<file path="config.mk">
export PLATFORM = sky130hd
export DESIGN_NAME = async_char_tx
export DESIGN_NICKNAME = d
export VERILOG_FILES = /design/src/rtl/cfgtx_pkg.sv /design/src/rtl/cfgtx_fmt_reg.sv /design/src/rtl/cfgtx_hold_reg.sv /design/src/rtl/cfgtx_frame_engine.sv /design/src/rtl/async_char_tx.sv
export SDC_FILE = /design/constraint.sdc
export NUM_CORES = 1
export LEC_CHECK = 0
export BUFFER_PORTS_ARGS = -buffer_cell sky130_fd_sc_hd__buf_2
export CAP_MARGIN = 25
export CORE_UTILIZATION = 46
export DETAILED_ROUTE_END_ITERATION = 16
export GPL_ROUTABILITY_DRIVEN = 0
export PLACE_DENSITY = 0.64
export SYNTH_ARGS = -nofsm -noshare
export SYNTH_HDL_FRONTEND = slang
export SYNTH_SLANG_ARGS = --single-unit
</file>
<file path="constraint.sdc">
create_clock -name clk -period 3.3 [get_ports clk]
set_clock_uncertainty 0.15 [all_clocks]
set_input_delay 0.495 -clock clk [delete_from_list [all_inputs] [get_ports clk]]
set_output_delay 0.495 -clock clk [all_outputs]
set_load 0.01 [all_outputs]
</file>
<file path="src/rtl/cfgtx_pkg.sv">
package cfgtx_pkg;

    localparam int MAX_DATA  = 8;
    localparam int MAX_STOP  = 2;
    localparam int FRAME_MAX = 1 + MAX_DATA + 1 + MAX_STOP;
    localparam int CNT_W     = $clog2(FRAME_MAX + 1);

    typedef enum logic {
        SEL_FORMAT = 1'b0,
        SEL_DATA   = 1'b1
    } reg_sel_e;

    typedef enum logic [1:0] {
        PAR_SPACE = 2'd0,
        PAR_ODD   = 2'd1,
        PAR_EVEN  = 2'd2,
        PAR_MARK  = 2'd3
    } par_kind_e;

    // Field order matches the bit positions of the format write.
    typedef struct packed {
        logic      brk;
        logic      two_stop;
        par_kind_e par_kind;
        logic      par_en;
        logic [1:0] len_code;
    } fmt_t;

    typedef struct packed {
        logic [FRAME_MAX-1:0] bits;
        logic [CNT_W-1:0]     count;
    } frame_t;

    function automatic int data_len(input logic [1:0] code);
        return MAX_DATA - int'(code);
    endfunction

    function automatic logic parity_of(input logic [MAX_DATA-1:0] data,
                                       input int n,
                                       input par_kind_e kind);
        logic acc;
        acc = 1'b0;
        for (int i = 0; i < MAX_DATA; i++) begin
            if (i < n) acc = acc ^ data[i];
        end
        case (kind)
            PAR_SPACE: return 1'b0;
            PAR_ODD:   return ~acc;
            PAR_EVEN:  return acc;
            default:   return 1'b1;
        endcase
    endfunction

    // Frame bits are LSB-first: start, data, optional parity, stop bits.
    function automatic frame_t build_frame(input logic [MAX_DATA-1:0] data,
                                           input fmt_t fmt);
        frame_t f;
        int n;
        int p_pos;
        logic pbit;
        n     = data_len(fmt.len_code);
        p_pos = 1 + n;
        pbit  = parity_of(data, n, fmt.par_kind);
        f.bits = '1;
        f.bits[0] = 1'b0;
        for (int i = 0; i < MAX_DATA; i++) begin
            if (i < n) f.bits[1 + i] = data[i];
        end
        for (int p = 0; p < FRAME_MAX; p++) begin
            if (fmt.par_en && p == p_pos) f.bits[p] = pbit;
        end
        f.count = CNT_W'(1 + n + (fmt.par_en ? 1 : 0) + (fmt.two_stop ? 2 : 1));
        return f;
    endfunction

endpackage

</file>
<file path="src/rtl/cfgtx_fmt_reg.sv">
module cfgtx_fmt_reg
    import cfgtx_pkg::*;
#(
    parameter int IN_W = 8
) (
    input  logic            clk,
    input  logic            rst,
    input  logic            we,
    input  logic [IN_W-1:0] din,
    output fmt_t            fmt_q
);
    localparam int FMT_W = $bits(fmt_t);

    logic [IN_W-FMT_W-1:0] unused_rsvd;
    assign unused_rsvd = din[IN_W-1:FMT_W];

    always_ff @(posedge clk) begin
        if (rst) begin
            fmt_q <= '0;
        end else if (we) begin
            fmt_q <= fmt_t'(din[FMT_W-1:0]);
        end
    end
endmodule

</file>
<file path="src/rtl/cfgtx_hold_reg.sv">
module cfgtx_hold_reg #(
    parameter int DATA_W = 8
) (
    input  logic              clk,
    input  logic              rst,
    input  logic              we,
    input  logic [DATA_W-1:0] din,
    input  logic              pop,
    output logic              valid,
    output logic [DATA_W-1:0] data
);
    always_ff @(posedge clk) begin
        if (rst) begin
            valid <= 1'b0;
            data  <= '0;
        end else begin
            if (we) begin
                valid <= 1'b1;
                data  <= din;
            end else if (pop) begin
                valid <= 1'b0;
            end
        end
    end
endmodule

</file>
<file path="src/rtl/cfgtx_frame_engine.sv">
module cfgtx_frame_engine
    import cfgtx_pkg::*;
#(
    parameter int DATA_W = MAX_DATA
) (
    input  logic              clk,
    input  logic              rst,
    input  logic              tick,
    input  logic              hold_valid,
    input  logic [DATA_W-1:0] hold_data,
    input  fmt_t              fmt,
    output logic              pop,
    output logic              busy,
    output logic              line_raw
);
    logic                 active;
    logic [FRAME_MAX-1:0] shreg;
    logic [CNT_W-1:0]     remain;
    logic                 last_bit;
    logic                 load;
    frame_t               next_frame;

    assign next_frame = build_frame(hold_data, fmt);
    assign last_bit   = active && (remain == CNT_W'(1));
    assign load       = tick && hold_valid && (!active || last_bit);
    assign pop        = load;

    always_ff @(posedge clk) begin
        if (rst) begin
            active <= 1'b0;
            shreg  <= '1;
            remain <= '0;
        end else if (tick) begin
            if (load) begin
                active <= 1'b1;
                shreg  <= next_frame.bits;
                remain <= next_frame.count;
            end else if (active) begin
                if (last_bit) begin
                    active <= 1'b0;
                    shreg  <= '1;
                    remain <= '0;
                end else begin
                    shreg  <= {1'b1, shreg[FRAME_MAX-1:1]};
                    remain <= remain - CNT_W'(1);
                end
            end
        end
    end

    assign busy     = active;
    assign line_raw = active ? shreg[0] : 1'b1;
endmodule

</file>
<file path="src/rtl/async_char_tx.sv">
module async_char_tx
    import cfgtx_pkg::*;
#(
    parameter int DATA_W = MAX_DATA
) (
    input  logic              clk,
    input  logic              rst,
    input  logic              wr_en,
    input  logic              wr_sel,
    input  logic [DATA_W-1:0] wr_data,
    input  logic              bit_tick,
    output logic              txd,
    output logic              busy
);
    fmt_t              fmt_q;
    logic              hold_valid;
    logic [DATA_W-1:0] hold_data;
    logic              hold_pop;
    logic              line_raw;
    logic              brk_on;
    logic              fmt_we;
    logic              data_we;

    assign fmt_we  = wr_en && (reg_sel_e'(wr_sel) == SEL_FORMAT);
    assign data_we = wr_en && (reg_sel_e'(wr_sel) == SEL_DATA);

    cfgtx_fmt_reg #(.IN_W(DATA_W)) u_fmt (
        .clk   (clk),
        .rst   (rst),
        .we    (fmt_we),
        .din   (wr_data),
        .fmt_q (fmt_q)
    );

    cfgtx_hold_reg #(.DATA_W(DATA_W)) u_hold (
        .clk   (clk),
        .rst   (rst),
        .we    (data_we),
        .din   (wr_data),
        .pop   (hold_pop),
        .valid (hold_valid),
        .data  (hold_data)
    );

    cfgtx_frame_engine #(.DATA_W(DATA_W)) u_engine (
        .clk        (clk),
        .rst        (rst),
        .tick       (bit_tick),
        .hold_valid (hold_valid),
        .hold_data  (hold_data),
        .fmt        (fmt_q),
        .pop        (hold_pop),
        .busy       (busy),
        .line_raw   (line_raw)
    );

    assign brk_on = fmt_q.brk;
    assign txd    = brk_on ? 1'b0 : line_raw;
endmodule

</file>
* Word level (Yosys, flattened, before mapping) *
Index checks and enable logic that the tools add are counted.

word-level totals
  register bits = 33
  bits of input ports = 13
  output and inout port bits = 2
  word-level logic and storage cells = 114

cells by class
  reduce and logical (&&, ||, !) cells = 24
  add/sub/neg operators = 5
  $lt $le $gt $ge = 8
  muxes and demuxes = 44
  bitwise logic cells = 9
  equal/unequal tests = 14

operator list
  cell                                               number
  == test 4 x 32 -> 1 bit, first input constant      4
  == test 5 x 32 -> 1 bit, first input constant      4
  == test 3 x 32 -> 1 bit, first input constant      2
  two-way mux 1 bit                                  36
  == test 2 x 32 -> 1 bit, first input constant      1
  zero test 32 bit                                   1
  two-way mux 12 bit                                 2
  < comparator 4 x 5 -> 1 bit, first input constant  4
  logical AND 1 bit                                  17
  two-way mux 4 bit                                  3
  two-way mux 11 bit                                 1
  < comparator 3 x 5 -> 1 bit, first input constant  2
  adder 4 bit                                        2
  bitwise XOR 1 bit                                  7
  adder 2 x 5 -> 6 bit, first input constant         1
  < comparator 1 x 5 -> 1 bit, first input constant  1
  < comparator 2 x 5 -> 1 bit, first input constant  1
  subtractor 4 x 2 -> 5 bit, first input constant    1
  == test 4 x 1 -> 1 bit, second input constant      1
  nonzero test 2 bit                                 2
  subtractor 4 x 1 -> 4 bit, second input constant   1
  one-hot mux 1 bit (3 select lines)                 1
  == test 2 x 1 -> 1 bit, second input constant      1
  == test 2 bit, second input constant               1
  other kinds (6)                                    7

* Logic depth before layout (Yosys ltp) *
Gate-level depths: netlist of run 1.

  word-level depth = 21
  gate-level depth with buffers = 10
  mapped depth without buffers = 10

* Cells and area by module *
Synthesis of run 1 repeated with hierarchy kept, for this count alone.

second synthesis, totals
  cells, all modules = 231
  area total of the unflattened synthesis = 1985.7 µm²

by module, submodules not included
  module              area each (µm²)  sequential area each (µm²)  times used  cells each
  cfgtx_frame_engine  1393.8           340.3                       1           176
  cfgtx_hold_reg      321.6            180.2                       1           30
  cfgtx_fmt_reg       247.7            140.1                       1           22
  async_char_tx       22.5             0.0                         1           3

* Worst setup path after synthesis of run 1 *
OpenSTA, ideal clock, no wires.

  path type = flip-flop to flip-flop
  start = reg, netlist name u_fmt.fmt_q[0]
  end = reg u_engine.shreg[7]
  period minus slack after synthesis = 2426 ps
  buffers on the path = 1
  arrival = 2157 ps
  library setup time = 119 ps
  stages on the path, launching flop included = 11
  required time = 3031 ps
  setup slack = 874 ps
  cell sequence = dfxtp_1 > inv_1 > ha_1 > nand2_1 > xnor2_1 > xnor2_1 > xnor2_1 > mux2_4 > buf_6 > a311oi_2 > o21ai_1

between the ends
  longest elaborated chain between the ends = 21
  elaborated cells on any way between the ends = 32
  classes of those cells = 2 x add/sub; 8 x order compare; 1 x eq/ne; 12 x mux; 8 x bitwise; 1 x reduce/logical

RTL lines
  element                             RTL line                  text
  subtractor 4 x 2 -> 5 bit (*)       cfgtx_pkg.sv:35           return MAX_DATA - int'(code);
  < comparator 1 x 5 -> 1 bit         cfgtx_pkg.sv:44           if (i < n) acc = acc ^ data[i];
  two-way mux 1 bit                   cfgtx_pkg.sv:44
  bitwise XOR 1 bit                   cfgtx_pkg.sv:44
  two-way mux 1 bit                   cfgtx_pkg.sv:44
  bitwise XOR 1 bit                   cfgtx_pkg.sv:44
  two-way mux 1 bit                   cfgtx_pkg.sv:44
  bitwise XOR 1 bit                   cfgtx_pkg.sv:44
  (+5 left out)                       --
  bitwise XOR 1 bit                   cfgtx_pkg.sv:44
  two-way mux 1 bit                   cfgtx_pkg.sv:44
  bitwise XOR 1 bit                   cfgtx_pkg.sv:44
  two-way mux 1 bit                   cfgtx_pkg.sv:44
  inverter 1 bit                      cfgtx_pkg.sv:48           PAR_ODD: return ~acc;
  one-hot mux 1 bit (3 select lines)  cfgtx_pkg.sv:46           case (kind)
  two-way mux 1 bit (*)               cfgtx_pkg.sv:70           if (fmt.par_en && p == p_pos) f.bits[p] = pbit;
  two-way mux 12 bit (*)              cfgtx_frame_engine.sv:34  if (load) begin
  end signal: assignment              cfgtx_frame_engine.sv:36  shreg <= next_frame.bits;
  end signal: assignment              cfgtx_frame_engine.sv:44  shreg <= {1'b1, shreg[FRAME_MAX-1:1]};
  end: declaration                    cfgtx_frame_engine.sv:17  logic [FRAME_MAX-1:0] shreg;

Mark *: on every way between the ends. The rest lies on a longest branch, timed or not.
A chain may end at the register's enable or synchronous reset.

* Worst setup path in the final report of run 1 *
  start = reg, netlist name u_fmt.fmt_q[0]
  end = reg u_engine.shreg[3]

between the ends
  longest elaborated chain between the ends = 21
  elaborated cells on any way between the ends = 32
  classes of those cells = 2 x add/sub; 8 x order compare; 1 x eq/ne; 12 x mux; 8 x bitwise; 1 x reduce/logical

RTL lines
  element                             RTL line
  subtractor 4 x 2 -> 5 bit (*)       cfgtx_pkg.sv:35
  < comparator 1 x 5 -> 1 bit         cfgtx_pkg.sv:44
  two-way mux 1 bit                   cfgtx_pkg.sv:44
  bitwise XOR 1 bit                   cfgtx_pkg.sv:44
  two-way mux 1 bit                   cfgtx_pkg.sv:44
  bitwise XOR 1 bit                   cfgtx_pkg.sv:44
  two-way mux 1 bit                   cfgtx_pkg.sv:44
  bitwise XOR 1 bit                   cfgtx_pkg.sv:44
  (+5 left out)                       --
  bitwise XOR 1 bit                   cfgtx_pkg.sv:44
  two-way mux 1 bit                   cfgtx_pkg.sv:44
  bitwise XOR 1 bit                   cfgtx_pkg.sv:44
  two-way mux 1 bit                   cfgtx_pkg.sv:44
  inverter 1 bit                      cfgtx_pkg.sv:48
  one-hot mux 1 bit (3 select lines)  cfgtx_pkg.sv:46
  two-way mux 1 bit (*)               cfgtx_pkg.sv:70
  two-way mux 12 bit (*)              cfgtx_frame_engine.sv:34

Marked as above.

==> flow_metrics.tcl, run 1 <==
set metrics [dict create \
    status "finished, final reports clean" \
    cts_buffer_depth 2 \
    path_buf_inv 1 \
    fin_ws_ns 0.705 \
    crit_top_cell "xnor2_1" \
    r2r-start "u_fmt.fmt_q[0]" \
    path_class "flip-flop to flip-flop" \
    holdBufCountCts 0 \
    antenna_left 0 \
    hp-start "u_fmt.fmt_q[4]" \
    postCtsSetupBuffers 0 \
    layout.nets 286 \
    design_area_mm2 0.00213 \
    fp.dieH_um 66.6 \
    async_flop_share_pct 0 \
    drive_above_1_share_pct 11.1 \
    timing.final.hold_violations 0 \
    p_sw_uw 264 \
    fin_util_pct 53.2 \
    fmax_mhz 385 \
    r2r_cells 9 \
    drc_errors 0 \
    areaGrowthSynthToFinish_pct 10.8 \
    viasPerCell 5.41 \
    sw_frac_of_total_pct 26.4 \
    period_share_pct 78.6 \
    drt_iter0_markers 135 \
    cts_resized 0 \
    die_area_mm2 0.00443 \
    synthDistinctLibCells 41 \
    yosysSeqAreaShare_pct 34.4 \
    grt_pass1_vias 1622 \
    layout_common_cells "45 x nand2_1, 33 x dfxtp_1, 31 x a21oi_1" \
    ir_drop_mv 0.262 \
    path_delay_family "multiplexers" \
    wl_mm 4.32 \
    grt_usage_pct 22.6 \
    initial_core_util_pct 48.0 \
    dpl.cell_count 303 \
    htreeDepth 2 \
    cts_made_buffers 5 \
    ioPinCount 15 \
    syn-num-nets 277 \
    synth_edf_count 0 \
    hpwl_mm 3.06 \
    grt_max_degree 35 \
    startpoint_type "flip-flop" \
    yosysTopAreaCellShare_pct 34.4 \
    yosysWarnings 0 \
    dp_slack_ns 0.712 \
    max_stage_delay_ns 0.52 \
    cap_violations 0 \
    whs_ns 0.306 \
    clock_latency_ns 0.29 \
    finalPower_mw 1.00 \
    path_cells "inv_1, ha_1, nand2_1, xnor2_1, xnor2_1, xnor2_1, mux2_4, mux2_2, a2bb2oi_1" \
    rrSetupSlack_ns 0.71 \
    worst_pin_slew_ns 0.645 \
    synthFlopType "dfxtp_1" \
    clockRootBuffer "clkbuf_8" \
    p_per_area_mw_per_mm2 470 \
    wl_per_cell_um 13.9 \
    num_antenna_cells 0 \
    p_leak_nw 0.819 \
    fin_crit_ns 2.59 \
    vias 1681 \
    seqPwrFrac_pct 44.4 \
    fillers 379 \
    pwr-share-clk_pct 39.4 \
    holdPathStages 2 \
    syn-mean-instance-area_um2 7.65 \
    cts_tree "built" \
    hold_path_class "flip-flop to flip-flop" \
    clk_pin_slew_ns 0.06 \
    port_buffers 14 \
    synth_area_leaders "dfxtp_1 34%, nand2_1 8.8%, a21oi_1 8.1%, ha_1 7.2%, o21ai_0 5.2%" \
    firstDrtPassIters 4 \
    crit_path_max_fanout 11 \
    synth_seq_cells 33 \
    dpl_cell_area_mm2 0.00201 \
    required_ns 3.32 \
    finalSetupViolCount 0 \
    crit_slowest_cell "dfxtp_1" \
    hold_path_end "u_fmt.fmt_q[4]" \
    core-area_mm2 0.00400 \
    cp-end-kind "flip-flop" \
    finalNonFillerCells 311 \
    crit_arrival_ns 2.61 \
    grt_overflow_total 0 \
    synthesis.area_mm2 0.00192 \
    fin_setup_tns_ns 0 \
    r2r-end "u_engine.shreg[3]" \
    antenna_found_initial 0 \
    grt_pass1_wl_mm 7.47 \
    maxSlewHeadroom_pct 57.0 \
    combPwrFrac_pct 16.3 \
    post-synth-top-area-cell "dfxtp_1" \
    intPower_uw 736 \
    slew_violations 0 \
    rsz0062_at_grt "no" \
    fp.dieW_um 66.6 \
    rows 23 \
    layout_commonest_cell "nand2_1" \
    synthesis.instances 251 \
    cts_sinks 33 \
]
cell families (layout without fill, tap and decap cells):
kind of cell    count (synthesis)  after routing  synth area share, %
simple gates                   90             90                 20.9
compound gates                 74             74                 23.1
flops                          33             33                 34.4
buf+inv                        28             38                 5.87
fa+ha+maj                      13             13                 9.26
xor+xnor                       10             10                 4.56
mux                             3              3                 1.89
how the worst max path moves through the flow:
stage | from | end | slack (ns) | depth (start not counted)
6_report | u_fmt.fmt_q[0] | u_engine.shreg[3] | 0.71 | 9
5_1_grt | u_fmt.fmt_q[0] | u_engine.remain[3] | 0.53 | 10
4_1_cts | u_fmt.fmt_q[0] | u_engine.shreg[3] | 0.70 | 9
3_5_place_dp | u_fmt.fmt_q[0] | u_engine.shreg[3] | 0.71 | 9
3_3_place_gp | u_fmt.fmt_q[0] | u_engine.shreg[3] | 0.75 | 9
2_1_floorplan | u_fmt.fmt_q[0] | u_engine.shreg[7] | 0.87 | 10
cells in the mapped netlist (all sizes together) (2+ instances only):
master	number
nor3	6
o2111ai	2
clkbuf	14
xor2	4
mux2	2
nor4	2
o31ai	3
nor3b	2
nor2b	2
ha	11
o22ai	2
fa	2
nor2	14
inv	13
a21oi	31
o21ai	23
and3	2
nand3	11
xnor2	6
dfxtp	33
nand2	45
nand2b	3
a311oi	2
a31oi	2
cell type report:
type | count | area, um2 | area share [%]
tap | 50 | 62.6 | 2.94
clock buffer | 7 | 86.3 | 4.06
multi-input combinational | 190 | 1150 | 53.9
sequential | 33 | 661 | 31.1
clock inverter | 1 | 30.0 | 1.41
inverter | 13 | 48.8 | 2.29
timing repair buffer | 17 | 92.6 | 4.35
registers in the layout, summed over array words and instances (netlist names):
register / cells
u_engine.shreg: 12
u_hold.data: 8
u_fmt.fmt_q: 7
u_engine.remain: 4
u_engine.busy: 1
u_hold.valid: 1
metal layers:
layer / vias up / part of all wire (%) / routed length [um] / track usage (%)
li1: 882 / - / - / -
met1: 763 / 50 / 2170 / 29.2
met2: 31 / 46 / 1970 / 36.5
met3: 5 / 3.0 / 130 / 5.65
met4: 0 / 1.2 / 51 / 7.18
met5: - / 0 / 0 / 0
power groups by stage:
stage	clock network, mW	logic (mW)	registers, mW
floorplan	0	0.132	0.444
global placement	0	0.161	0.452
detailed placement	0	0.162	0.452
CTS	0.404	0.163	0.443
global route	0.420	0.185	0.447
finish	0.394	0.163	0.444
worst reg2reg max path, delay by kind of cell, from the launching register on:
kind | cells | cell delay [ns]
fa+ha+maj | 1 | 0.30
buf+inv | 1 | 0.16
compound gates | 1 | 0.14
flops | 1 | 0.52
mux | 2 | 0.65
simple gates | 1 | 0.11
xor+xnor | 3 | 0.44
(Power assumes the default switching activity.)
==> inputs of run 2 (changes only) <==
- clock period: 3.3 -> 2.4 ns (I/O delays scaled with it)
==> flow_metrics.tcl, run 2 (synthesis gave the netlist of run 1 again) <==
set metrics [dict create \
    fp.dieW_um 66.6 \
    drc_errors 0 \
    worst_pin_slew_ns 0.618 \
    regMostFlops "u_engine.shreg" \
    path_depth 8 \
    cap_violations 0 \
    r2r-end "u_engine.shreg[3]" \
    cts_buffer_depth 2 \
    slew_violations 0 \
    cts_sinks 33 \
    required_ns 2.42 \
    cp-startpoint "u_fmt.fmt_q[1]" \
    initial_core_util_pct 48.0 \
    drive_above_1_share_pct 19.8 \
    path_class "flip-flop to flip-flop" \
    crit_end "u_engine.shreg[3]" \
    fmax_mhz 436 \
    layout.nets 293 \
    hpwl_mm 3.13 \
    htreeDepth 2 \
    max_stage_delay_ns 0.40 \
    cts_made_buffers 5 \
    globalRouteMet3Util_pct 6.16 \
    design_area_mm2 0.00224 \
    rows 23 \
    finalSetupViolCount 0 \
    areaGrowthSynthToFinish_pct 16.9 \
    p_per_area_mw_per_mm2 568 \
    port_buffers 14 \
    p_leak_nw 0.859 \
    startpoint_type "flip-flop" \
    status "finished, final reports clean" \
    largest_reg_flops 12 \
    grt_max_degree 35 \
    finalPower_mw 1.27 \
    path_buf_inv 0 \
    crit_path_max_fanout 6 \
    drt_iter0_markers 116 \
    crit_slowest_cell "dfxtp_4" \
    crit_arrival_ns 2.31 \
    core-area_mm2 0.00400 \
    viasPerCell 5.56 \
    fillers 387 \
    multi_input_area_mm2 0.00124 \
    fp.dieH_um 66.6 \
    antenna_found_initial 0 \
    fin_ws_ns 0.109 \
    crit_top_cell "mux2_4" \
    use_met2_pct 35.2 \
    ir_drop_mv 0.348 \
    firstDrtPassIters 4 \
    seqCellArea_um2 668 \
    num_antenna_cells 0 \
    maxSlewHeadroom_pct 58.8 \
    r2r_cells 8 \
    fin_util_pct 56.1 \
    timing.final.hold_violations 0 \
    dp_slack_ns 0.0376 \
    path_delay_family "multiplexers" \
    fin_crit_ns 2.29 \
    hold_path_class "primary input to flip-flop" \
    vias 1767 \
    holdBufCountCts 0 \
    wl_per_cell_um 14.1 \
    clk_pin_slew_ns 0.07 \
    layout_common_cells "45 x nand2_1, 31 x a21oi_1, 31 x dfxtp_1" \
    antenna_left 0 \
    cp-end-kind "flip-flop" \
    layout_commonest_cell "nand2_1" \
    clockRootBuffer "clkbuf_8" \
    reg.largest.list "u_engine.shreg x12, u_hold.data x8, u_fmt.fmt_q x7" \
    dpl_cell_area_mm2 0.00206 \
    rrSetupSlack_ns 0.11 \
    grt_busiest_layer "met2" \
    die_area_mm2 0.00443 \
    ioPinCount 15 \
    r2r-start "u_fmt.fmt_q[1]" \
    grt_overflow_total 0 \
    clock_latency_ns 0.28 \
    wl_mm 4.49 \
    cts_tree "built" \
    grt_usage_pct 21.4 \
    period_share_pct 95.5 \
    grt_pass1_vias 1656 \
    path_cells "ha_2, nor2_1, nand2_1, mux2i_2, xnor2_2, mux2_4, mux2_4, a2bb2oi_1" \
    postCtsSetupBuffers 0 \
    grt_pass1_wl_mm 7.28 \
    use_met1_pct 27.0 \
]
[run 2: cell types whose count changed in the layout (fill, tap and decap cells not counted), moves of 2 or more]
cell      before  now
buf_4          3    9
ha_1          11    8
xnor2_1        6    3
xnor2_2        0    3
clkinv_2       0    2
dfxtp_1       33   31
dfxtp_4        0    2
ha_2           0    2
inv_1         13   11
inv_4          0    2
o31ai_1        3    1
o31ai_2        0    2
[run 2: where the power goes]
group | total [mW] | internal [mW] | leakage [nW] | switching [mW]
Sequential | 0.608 | 0.579 | 0.272 | 0.0292
Clock | 0.403 | 0.200 | 0.0439 | 0.203
Combinational | 0.263 | 0.115 | 0.543 | 0.148
[run 2: how the worst min path moves through the flow]
stage,end,slack (ns),cells after the start,from
floorplan,u_engine.shreg[2],0.28,2,u_engine.shreg[2]
detailed placement,u_fmt.fmt_q[4],0.30,2,u_fmt.fmt_q[4]
finish,u_fmt.fmt_q[0],0.17,3,wr_data[0]
global placement,u_engine.shreg[4],0.30,2,u_engine.shreg[4]
global route,u_hold.data[7],0.16,3,wr_data[7]
CTS,u_fmt.fmt_q[0],0.16,3,wr_data[0]
[run 2: final cells by class]
| class | count | share of cell area, % |
|---|---|---|
| clock buffers | 5 | 3.07 |
| clock inverters | 3 | 0.780 |
| inverters | 13 | 2.40 |
| multi-input cells | 191 | 55.1 |
| flip-flops and latches | 33 | 29.8 |
| well taps | 50 | 2.79 |
| repair buffers | 23 | 6.13 |
[run 2: per-stage QoR]
| step | instances | hold slack (ns) | setup TNS (ns) |
|---|---|---|---|
| 2_1_floorplan | 251 | 0.283 | 0 |
| 3_3_place_gp | 309 | 0.295 | 0 |
| 3_5_place_dp | 309 | 0.302 | 0 |
| 4_1_cts | 317 | 0.163 | 0 |
| 5_1_grt | 318 | 0.161 | -0.0113 |
| 6_report | 318 | 0.165 | 0 |
[run 2: timing repair]
| action | 4_1_cts | 5_1_grt |
|---|---|---|
| hold endpoints to repair | 0 | 0 |
| gates resized for setup | 0 | 23 |
| endpoints found under the setup margin | 0 | 12 |
[run 2: routing by layer]
layer / up-vias / part of all wire [%]
met5: - / 0
met4: 0 / 1.8
met3: 9 / 4.5
met2: 46 / 45
met1: 805 / 48
li1: 907 / -
[run 2: worst reg2reg max path, stage by stage (launching register included)]
cell	delay, ns
dfxtp_4	0.40
ha_2	0.26
nor2_1	0.07
nand2_1	0.09
mux2i_2	0.26
xnor2_2	0.17
mux2_4	0.38
mux2_4	0.28
a2bb2oi_1	0.13
==> inputs of run 3 (changes only) <==
- clock period: 2.4 -> 2.6 ns (I/O delays scaled with it)
==> flow_metrics.tcl, run 3 (synthesis gave the netlist of run 1 again) <==
set metrics [dict create \
    fp.dieW_um 66.6 \
    num_antenna_cells 0 \
    p_per_area_mw_per_mm2 540 \
    cts_buffer_depth 2 \
    die_area_mm2 0.00443 \
    grt_max_degree 35 \
    hpwl_mm 3.17 \
    p_leak_nw 0.829 \
    drt_iter0_markers 98 \
    whs_ns 0.188 \
    finalSetupViolCount 0 \
    status "finished, final reports clean" \
    antenna_found_initial 0 \
    drc_errors 0 \
    multi_input_area_mm2 0.00115 \
    drive_above_1_share_pct 13.5 \
    startpoint_type "flip-flop" \
    wl_mm 4.29 \
    seqPwrFrac_pct 48.7 \
    regMostFlops "u_engine.shreg" \
    worst_pin_slew_ns 0.654 \
    maxSlewHeadroom_pct 56.4 \
    grt_pass1_wl_mm 7.33 \
    period_share_pct 91.4 \
    largest_reg_flops 12 \
    cts_made_buffers 5 \
    grt_usage_pct 22.1 \
    cts_sinks 33 \
    sw_frac_of_total_pct 29.6 \
    fin_setup_tns_ns 0 \
    ioPinCount 15 \
    htreeDepth 2 \
    core-area_mm2 0.00400 \
    reg.largest.list "u_engine.shreg x12, u_hold.data x8, u_fmt.fmt_q x7" \
    wl_per_cell_um 13.6 \
    fp.dieH_um 66.6 \
    crit_path_max_fanout 7 \
    seqCellArea_um2 662 \
    grt_pass1_vias 1541 \
    hold_path_class "primary input to flip-flop" \
    dpl_cell_area_mm2 0.00205 \
    layout.nets 291 \
    clk_pin_slew_ns 0.07 \
    finalNonFillerCells 316 \
    fmax_mhz 421 \
    fin_util_pct 53.4 \
    firstDrtPassIters 4 \
    intPower_uw 811 \
    rsz0062_at_grt "no" \
    clock_latency_ns 0.29 \
    path_class "flip-flop to flip-flop" \
    cp-end-kind "flip-flop" \
    antenna_left 0 \
    slew_violations 0 \
    required_ns 2.63 \
    initial_core_util_pct 48.0 \
    timing.final.hold_violations 0 \
    crit_arrival_ns 2.40 \
    combPwrFrac_pct 18.7 \
    layout_common_cells "45 x nand2_1, 32 x dfxtp_1, 31 x a21oi_1" \
    vias 1670 \
    clockRootBuffer "clkbuf_8" \
    fin_crit_ns 2.38 \
    design_area_mm2 0.00214 \
    ir_drop_mv 0.298 \
    dpl.cell_count 308 \
    cts_tree "built" \
    port_buffers 14 \
    fillers 413 \
    layout_commonest_cell "nand2_1" \
    viasPerCell 5.28 \
    holdBufCountCts 0 \
    postCtsSetupBuffers 0 \
    grt_overflow_total 0 \
    cap_violations 0 \
    rows 23 \
    areaGrowthSynthToFinish_pct 11.3 \
    p_sw_uw 342 \
    pwr-share-clk_pct 32.7 \
]
-- run 3: cell count changes in the layout (fill, tap and decap cells not counted), moves of 2 or more --
cell     previous run  this run
dfxtp_4             2         0
ha_1                8        11
ha_2                2         0
inv_1              11        13
inv_4               2         0
o31ai_1             1         3
o31ai_2             2         0
xnor2_1             3         6
xnor2_2             3         0
-- run 3: metal layers --
metal | GRT usage (%) | part of all wire, %
met1 | 29.7 | 51
met2 | 33.8 | 44
met3 | 5.99 | 4.2
met4 | 6.91 | 1.1
met5 | 0 | 0
-- run 3: cell type report --
class / instances / share of cell area, %
Clock buffer: 5 / 3.22
Clock inverter: 3 / 0.820
Inverter: 13 / 2.28
Multi-Input combinational cell: 190 / 53.7
Sequential cell: 33 / 31.0
Tap cell: 50 / 2.93
Timing Repair Buffer: 22 / 6.09
-- run 3: per-stage QoR --
step / worst slack, ns / power (mW)
3_5_place_dp: 0.182 / 0.786
4_1_cts: 0.156 / 1.16
3_3_place_gp: 0.203 / 0.785
5_1_grt: 0.00293 / 1.22
6_report: 0.225 / 1.15
2_1_floorplan: 0.174 / 0.730
-- run 3: worst max-delay path: stages (launching register included) --
cell	delay, ns
dfxtp_2	0.36
inv_1	0.12
ha_1	0.20
inv_1	0.07
ha_1	0.36
nor2_1	0.07
and3_1	0.22
a2111oi_0	0.47
nor3_1	0.09
o21ai_0	0.09
nand2_1	0.06
-- run 3: power by group through the flow --
stage               registers (mW)  logic (mW)  clock network [mW]
floorplan                    0.563       0.167                   0
global placement             0.572       0.213                   0
detailed placement           0.572       0.214                   0
CTS                          0.561       0.215               0.387
global route                 0.564       0.247               0.411
finish                       0.561       0.215               0.377
-- run 3: what timing repair did --
| item | 4_1_cts | 5_1_grt |
|---|---|---|
| endpoints found under the setup margin | 0 | 4 |
| endpoints found under the hold margin | 0 | 0 |
| resized for setup | 0 | 1 |
-- run 3: final timing paths --
check	start	end	slack, ns	cells after the start
max	u_fmt.fmt_q[0]	u_engine.shreg[5]	0.22	10
min	wr_data[0]	u_fmt.fmt_q[0]	0.19	3
max reg2reg	u_fmt.fmt_q[0]	u_engine.shreg[5]	0.22	10
min reg2reg	u_engine.shreg[4]	u_engine.shreg[4]	0.32	2
